<file path="src/rtl/ss_pkg.sv">
package ss_pkg;
   typedef enum logic [2:0] {
      SS_IDLE   = 3'd0,
      SS_WAIT   = 3'd1,
      SS_RAMP   = 3'd2,
      SS_SETTLE = 3'd3,
      SS_RUN    = 3'd4
   } ss_state_e;

   function automatic int unsigned ss_uv_thresh(input int unsigned full, input int unsigned pct);
      return (full * pct + 99) / 100;
   endfunction
endpackage

</file>
<file path="src/rtl/ss_cycle_counter.sv">
module ss_cycle_counter #(
   parameter int CNT_W = 8
) (
   input  logic             clk,
   input  logic             rst_n,
   input  logic             clr_i,
   input  logic             inc_i,
   output logic [CNT_W-1:0] cnt_o
);
   always_ff @(posedge clk or negedge rst_n) begin
      if (!rst_n)      cnt_o <= '0;
      else if (clr_i)  cnt_o <= '0;
      else if (inc_i)  cnt_o <= cnt_o + 1'b1;
   end
endmodule

</file>
<file path="src/rtl/ss_ref_ramp.sv">
module ss_ref_ramp #(
   parameter int REF_W = 10
) (
   input  logic             clk,
   input  logic             rst_n,
   input  logic             zero_i,
   input  logic             step_i,
   output logic [REF_W-1:0] ref_o,
   output logic             full_o
);
   localparam logic [REF_W-1:0] REF_TOP = '1;

   assign full_o = (ref_o == REF_TOP);

   always_ff @(posedge clk or negedge rst_n) begin
      if (!rst_n)                 ref_o <= '0;
      else if (zero_i)            ref_o <= '0;
      else if (step_i && !full_o) ref_o <= ref_o + 1'b1;
   end
endmodule

</file>
<file path="src/rtl/ss_mask_flag.sv">
module ss_mask_flag (
   input  logic clk,
   input  logic rst_n,
   input  logic set_i,
   input  logic clr_i,
   output logic mask_o
);
   always_ff @(posedge clk or negedge rst_n) begin
      if (!rst_n)      mask_o <= 1'b1;
      else if (set_i)  mask_o <= 1'b1;
      else if (clr_i)  mask_o <= 1'b0;
   end
endmodule

</file>
<file path="src/rtl/softstart_seq.sv">
module softstart_seq
   import ss_pkg::*;
#(
   parameter int DELAY_CYCLES = 1024,
   parameter int REF_W        = 10,
   parameter int PG_DELAY     = 3,
   parameter int UV_PCT       = 80
) (
   input  logic             clk,
   input  logic             rst_n,
   input  logic             en_i,
   input  logic             supply_ok_i,
   input  logic             restart_i,
   input  logic             win_ok_i,
   input  logic             pwm_first_i,
   output logic [REF_W-1:0] ref_code_o,
   output logic             ss_active_o,
   output logic             uv_en_o,
   output logic             ls_mask_o,
   output logic             pgood_o
);
   localparam int REF_MAX = (1 << REF_W) - 1;
   localparam int UV_TH   = int'(ss_uv_thresh(REF_MAX, UV_PCT));
   localparam int CNT_MAX = (DELAY_CYCLES > PG_DELAY) ? DELAY_CYCLES : PG_DELAY;
   localparam int CNT_W   = (CNT_MAX < 2) ? 1 : $clog2(CNT_MAX + 1);

   localparam logic [CNT_W-1:0] DELAY_LAST = CNT_W'(DELAY_CYCLES - 1);
   localparam logic [CNT_W-1:0] PG_LAST    = CNT_W'((PG_DELAY > 0) ? PG_DELAY - 1 : 0);
   localparam logic [REF_W-1:0] REF_PRE    = REF_W'(REF_MAX - 1);
   localparam logic [REF_W:0]   UV_TH_V    = (REF_W + 1)'(UV_TH);

   if (DELAY_CYCLES < 1) begin : g_bad_delay
      $error("softstart_seq: DELAY_CYCLES must be at least 1");
   end
   if (REF_W < 2 || REF_W > 16) begin : g_bad_width
      $error("softstart_seq: REF_W must lie in 2..16");
   end
   if (PG_DELAY < 0) begin : g_bad_pg
      $error("softstart_seq: PG_DELAY must not be negative");
   end
   if (UV_PCT < 0 || UV_PCT > 100) begin : g_bad_uv
      $error("softstart_seq: UV_PCT must lie in 0..100");
   end

   ss_state_e        st_q, st_d, ramp_exit;
   logic             run_ok, start_seq;
   logic [CNT_W-1:0] cnt;
   logic             cnt_clr, cnt_inc;
   logic             ref_zero, ref_step, ref_full;
   logic             mask_set, mask_clr;

   assign run_ok    = en_i & supply_ok_i;
   assign start_seq = run_ok & ((st_q == SS_IDLE) | restart_i);

   // the settling phase exists only when a power-good delay is asked for
   if (PG_DELAY > 0) begin : g_settle
      assign ramp_exit = SS_SETTLE;
   end else begin : g_no_settle
      assign ramp_exit = SS_RUN;
   end

   always_comb begin
      st_d = st_q;
      if (!run_ok) begin
         st_d = SS_IDLE;
      end else if (start_seq) begin
         st_d = SS_WAIT;
      end else begin
         unique case (st_q)
            SS_WAIT:   if (cnt == DELAY_LAST)        st_d = SS_RAMP;
            SS_RAMP:   if (ref_code_o == REF_PRE)    st_d = ramp_exit;
            SS_SETTLE: if (cnt == PG_LAST)           st_d = SS_RUN;
            SS_RUN:                                  st_d = SS_RUN;
            default:                                 st_d = SS_IDLE;
         endcase
      end
   end

   always_ff @(posedge clk or negedge rst_n) begin
      if (!rst_n) st_q <= SS_IDLE;
      else        st_q <= st_d;
   end

   assign cnt_clr = (st_d != st_q) | start_seq;
   assign cnt_inc = (st_q == SS_WAIT) | (st_q == SS_SETTLE);

   ss_cycle_counter #(.CNT_W(CNT_W)) u_cnt (
      .clk   (clk),
      .rst_n (rst_n),
      .clr_i (cnt_clr),
      .inc_i (cnt_inc),
      .cnt_o (cnt)
   );

   assign ref_zero = ~run_ok | start_seq;
   assign ref_step = (st_q == SS_RAMP);

   ss_ref_ramp #(.REF_W(REF_W)) u_ramp (
      .clk    (clk),
      .rst_n  (rst_n),
      .zero_i (ref_zero),
      .step_i (ref_step),
      .ref_o  (ref_code_o),
      .full_o (ref_full)
   );

   assign mask_set = ~run_ok | start_seq;
   assign mask_clr = pwm_first_i & (st_q != SS_IDLE);

   ss_mask_flag u_mask (
      .clk    (clk),
      .rst_n  (rst_n),
      .set_i  (mask_set),
      .clr_i  (mask_clr),
      .mask_o (ls_mask_o)
   );

   assign ss_active_o = (st_q == SS_WAIT) | (st_q == SS_RAMP) | (st_q == SS_SETTLE);
   assign uv_en_o     = ((st_q == SS_RAMP) | (st_q == SS_SETTLE) | (st_q == SS_RUN))
                        & ({1'b0, ref_code_o} >= UV_TH_V);
   assign pgood_o     = (st_q == SS_RUN) & ref_full & win_ok_i & run_ok;
endmodule

</file>
<file path="config.mk">
export PLATFORM = sky130hd
export DESIGN_NAME = softstart_seq
export DESIGN_NICKNAME = d
export VERILOG_FILES = /design/src/rtl/ss_pkg.sv /design/src/rtl/ss_cycle_counter.sv /design/src/rtl/ss_ref_ramp.sv /design/src/rtl/ss_mask_flag.sv /design/src/rtl/softstart_seq.sv
export SDC_FILE = /design/constraint.sdc
export NUM_CORES = 1
export LEC_CHECK = 0
export CAP_MARGIN = 20
export CORE_AREA = 2 2 72 74
export CTS_CLUSTER_DIAMETER = 80
export DETAILED_ROUTE_END_ITERATION = 10
export DIE_AREA = 0 0 74 76
export DONT_BUFFER_PORTS = 1
export GPL_ROUTABILITY_DRIVEN = 0
export HOLD_SLACK_MARGIN = 0.1
export RECOVER_POWER = 50
export REMOVE_ABC_BUFFERS = 1
export SYNTH_ARGS = -nofsm -noshare
export SYNTH_HDL_FRONTEND = slang
export SYNTH_HIERARCHICAL = 1
export SYNTH_SLANG_ARGS = --single-unit
</file>
<file path="constraint.sdc">
create_clock -name clk -period 6.98 [get_ports clk]
set_clock_uncertainty 0.15 [all_clocks]
set_input_delay 0.698 -clock clk [delete_from_list [all_inputs] [get_ports clk]]
set_output_delay 0.698 -clock clk [all_outputs]
set_load 0.1 [all_outputs]
</file>
======== Yosys cells after proc, flatten, opt, wreduce, memory -nomap -nowiden ========
Cells that the tools add are included.
word-level totals
  flip-flop bits (word level) ............. 25
  bits in latches ......................... 0
  memory bits (writable) .................. 0
  bits in read-only memories .............. 0
  input bits .............................. 7
  output and inout bits ................... 14
  logic and storage cells ................. 51
  memories ................................ 0
cells by class
  add/subtract/negate cells ............... 2
  multiply operators ...................... 0
  divide/modulo/power cells ............... 0
  $lt $le $gt $ge ......................... 1
  equality and inequality tests ........... 9
  shift operators ......................... 0
  multiplexer cells ....................... 12
  bitwise logic cells ..................... 16
  reduce and logical (&&, ||, !) cells .... 7
operators by type and width
  kind                                                                number
  11-bit two-way mux                                                  2
  10-bit == test (second input constant)                              2
  10-bit two-way mux                                                  2
  3-bit two-way mux                                                   5
  3-bit one-hot mux with 4 select lines                               1
  11-bit by 1-bit adder with 11-bit output (second input constant)    1
  11-bit by 10-bit == test with 1-bit output (second input constant)  1
  11-bit by 2-bit == test with 1-bit output (second input constant)   1
  10-bit by 1-bit adder with 10-bit output (second input constant)    1
  10-bit >= comparator (second input constant)                        1
  1-bit bitwise OR                                                    8
  1-bit bitwise AND                                                   7
  3-bit by 2-bit == test with 1-bit output (second input constant)    2
  2-bit nonzero test                                                  3
  3-bit by 1-bit == test with 1-bit output (second input constant)    1
  3-bit == test (second input constant)                               1
  3-bit logical NOT                                                   1
  3-bit inequality test                                               1
  3-bit nonzero test                                                  1
  1-bit two-way mux                                                   2
  1-bit logical AND                                                   1
  1-bit logical NOT                                                   1
  1-bit NOT                                                           1

======== Depth between registers and ports, before layout ========
  depth in word-level cells ............... 8
  gate-level depth with buffers ........... 8
  depth with buffers taken out ............ 7

======== Modules after synthesis ========
The synthesis kept the hierarchy.
modules (own cells, without submodules)
  module            instances  cells each  area an instance (µm²)  seq. area each (µm²)
  ss_ref_ramp       1          56          565.5                   250.2
  ss_cycle_counter  1          54          556.8                   275.3
  softstart_seq     1          58          500.5                   75.1
  ss_mask_flag      1          3           37.5                    26.3

======== Least setup slack after synthesis ========
OpenSTA, ideal clock, no wires.
  path kind ............................... reg2out
  from .................................... register u_ramp.ref_o[1]
  to ...................................... output pgood_o
  arrival ................................. 4592 ps
  data required time ...................... 6132 ps
  setup slack ............................. 1540 ps
  stages on the path, launching flop included .. 6
  path buffers ............................ 0
  cell sequence ........................... dfrtp_1 -> ha_1 -> inv_1 -> nor3_1 -> nand3_1 -> nor4_1
between the ends
  cells in the longest elaborated chain, start to end .. 4
ends and longest elaborated chain
  what                             line                  text
  from (decl)                      ss_ref_ramp.sv:8      output logic [REF_W-1:0] ref_o,
  from (signal assigned)           ss_ref_ramp.sv:18     else if (step_i && !full_o) ref_o <= ref_o + 1'b1;
  10-bit == test                   ss_ref_ramp.sv:13     assign full_o = (ref_o == REF_TOP);
  named net ref_full               softstart_seq.sv:49   logic ref_zero, ref_step, ref_full;
  1-bit bitwise AND (3 in series)  softstart_seq.sv:121  assign pgood_o = (st_q == SS_RUN) & ref_full & win_ok_i & run_ok;
  to (decl)                        softstart_seq.sv:20   output logic pgood_o
The timed path passes the listed nets, and every way through them passes these cells.

======== Final worst setup path ========
  from .................................... register u_ramp.ref_o[6]
  to ...................................... output pgood_o
The elaborated chain is that of the path after synthesis.

==> flow_summary.yaml <==
clock_network:
  clockBufferDepth: 2
  clockRootBuffer: "clkbuf_8"
  tritoncts: "done"
  numCtsBuffers: 3
  clk_pin_slew_ns: 0.09
  htreeDepth: 1
  clock_sinks: 25
  clk_latency_ns: 0.27
power_and_ir_drop:
  leakage_uw: 0.000694
  finalPower_uw: 255
  p_per_area_nw_per_um2: 141
  ir_drop_uv: 76.9
timing:
  rsz0062_at_grt: "false"
  finalSetupViolations: 0
  fin_crit_sh_pct: 57.5
  worst-slew-pin-transition_ns: 1.61
  min_period_ns: 4.01
  fin_tns_setup_ns: 0
  finalHoldViolations: 0
  drv_slew: 9
  slew_headroom_pct: -7.00
  timing.fmax_ghz: 0.249
drt:
  antenna_left: 0
  wl_mm: 3.69
  post-route-drc-count: 0
  first_pass_iters: 4
  routed_via_density: 5.47
  drtIter0Drc: 74
  dr_total_vias: 1334
  wl_per_cell_um: 15.1
floorplan:
  io_pins: 21
  core_sq_um: 4910
  chipHeight_um: 76
  rows: 26
  die_x_um: 74
  start_util_pct: 33.8
  die_area_sq_um: 5620
logic_synthesis:
  synthFlopType: "dfrtp_1"
  ys_seq_elements: 25
  synth_top_family_by_area: "simple AND/OR/NAND/NOR gates"
  synth-edff-count: 0
  yosysSeqAreaShare_pct: 37.8
  synthMuxAreaShare_pct: 1.88
  synthTopCellsByArea: "dfrtp_1 36%, nor2_1 3.6%, a21oi_1 2.7%, o31ai_1 2.7%, nand4_1 2.6%"
  synthAdderAreaFrac_pct: 1.51
  ys_types: 56
  synth_top_cell_area_share_pct: 36.2
  yosys_warnings: 6
  synth_area_per_cell_sq_um: 9.71
  synth_top_area_cell: "dfrtp_1"
  synth-xor-area-share_pct: 4.75
  yosys.area_share.simple_pct: 32.6
  synth_cells: 171
  synth-async-reset-ratio_pct: 100
  synth_compound_area_share_pct: 18.0
  syn-cell-area_sq_um: 1660
worst_setup_path:
  cp_slowest_cell: "clkbuf_1"
  cpPeakStageDelay_ns: 1.16
  worst_ep_required_time_ns: 6.13
  crit_buf_inv: 2
  worstPathCellList: "clkbuf_1 > nand4_2 > nor3_1 > nand3_1 > nor4_2 > buf_16"
  cpLargestDelayFamily: "buffers and inverters"
  cp.arrival_ns: 3.17
  end_kind: "output pin"
  critPathKind: "flip-flop to output pin"
  start_kind: "flip-flop"
  crit_path_max_fanout: 9
global_routing:
  use_met3_pct: 3.04
  grtUsageMet1_pct: 19.5
  grt_pass1_vias: 1288
  grt_max_degree: 25
  met2_usage_pct: 22.0
  antenna_found_initial: 0
  grt_pass1_wl_mm: 6.30
  grtUsageTotal_pct: 14.1
  globalRoute.totalOverflow: 0
  grt.busiest_layer: "met2"
place:
  portBuffers: 0
  hpwl_mm: 2.54
  post_dp_cell_area_sq_um: 1770
final_layout:
  fin_util_pct: 37.0
  layout.nets: 184
  area_growth_pct: 9.34
  antenna_cells: 0
  final_cell_mix: "24 x dfrtp_1, 15 x nor2_1, 11 x nand2_1"
  layout_commonest_cell: "dfrtp_1"
  final_area_sq_um: 1820
  layout-drive-gt1-share_pct: 13.8
  nFillCells: 508
outcome:
  status: "finished, violations left"
  violations: "max-capacitance violations, max-slew violations"
job:
  drv_cap: 1
hold_path:
  min_path_type: "input port to flip-flop"
-- per-stage QoR --
step / hold WS [ns] / worst slack [ns] / std cells
after floorplan: 0.252 / 1.54 / 165
after global placement: 0.253 / 3.54 / 238
after detailed placement: 0.253 / 3.43 / 238
after CTS: 0.331 / 3.29 / 244
after global routing: 0.324 / 2.79 / 244
final: 0.340 / 2.97 / 244
-- final timing paths --
check,start,end,slack (ns),cells after the start
max in group asynchronous,rst_n,u_cnt/cnt_o[0],4.68,2
setup reg to reg,u_ramp/ref_o[6],u_cnt/cnt_o[9],3.05,8
hold reg to reg,u_cnt/cnt_o[10],u_cnt/cnt_o[10],0.45,2
setup / recovery,u_ramp/ref_o[6],pgood_o,2.97,6
min in group asynchronous,rst_n,u_mask/mask_o,0.75,1
hold / removal,restart_i,st_q[1],0.34,1
-- worst register-to-register path, cell delays in order, from the launching register on --
cell      delay (ns)
dfrtp_1         0.33
clkbuf_1        1.16
nand4b_4        0.18
nor4_4          0.35
nor4b_2         0.24
a2111o_1        0.51
o21ai_2         0.18
nor4_1          0.35
mux2_2          0.38
-- flip-flops by register name, summed over array words and instances, names as in the netlist --
| signal | flops |
|---|---|
| u_mask/mask_o | 1 |
| u_ramp/ref_o | 10 |
| st_q | 3 |
| u_cnt/cnt_o | 11 |
-- power breakdown --
group,internal [uW],total (uW),switching [uW]
logic,5.68,19.8,14.1
registers,146,149,3.21
clock network,40.0,86.5,46.5
total,192,255,63.8
-- Yosys cell counts, types with 3 or more instances --
cell type,count
o31ai_1,6
or3_1,4
xnor2_1,4
nand2_1,11
nor4_1,3
a211oi_1,3
and2_1,3
dfrtp_1,24
nor2b_1,3
a21oi_1,9
nand4_1,7
or4_1,4
xor2_1,5
o21ai_0,6
nor2_1,16
nand3_1,7
inv_1,4
nor3_1,6
-- routing by layer --
| metal | vias up | share of wire, % |
|---|---|---|
| met3 | 6 | 3.3 |
| met5 | - | 0 |
| met1 | 653 | 49 |
| met4 | 0 | 1.5 |
| li1 | 656 | - |
| met2 | 19 | 46 |
-- cell families after synthesis --
kind of cell               Yosys count
AOI/OAI and AO/OA                   39
xor gates and xnor gates             9
adders and majority gates            2
buffers and inverters               10
DFF                                 25
muxes                                3
and+or+nand+nor                     83
-- what timing repair did --
| item | in CTS | in global routing |
|---|---|---|
| endpoints found under the setup margin | 0 | 0 |
| hold buffers | 2 | 0 |
| hold endpoints to repair | 24 | 0 |
| gates resized for setup | 0 | 0 |
| buffers inserted | 0 | 0 |
-- layout make-up --
cell class	instances	area, sq um	area share [%]
clock buffers	3	41.3	2.27
clock inverters	1	5.00	0.276
inverters	4	15.0	0.827
multi-input cells	136	991	54.6
flip-flops and latches	25	627	34.5
well taps	70	87.6	4.82
repair buffers	5	48.8	2.69
Power figures use the tool's default switching activity.
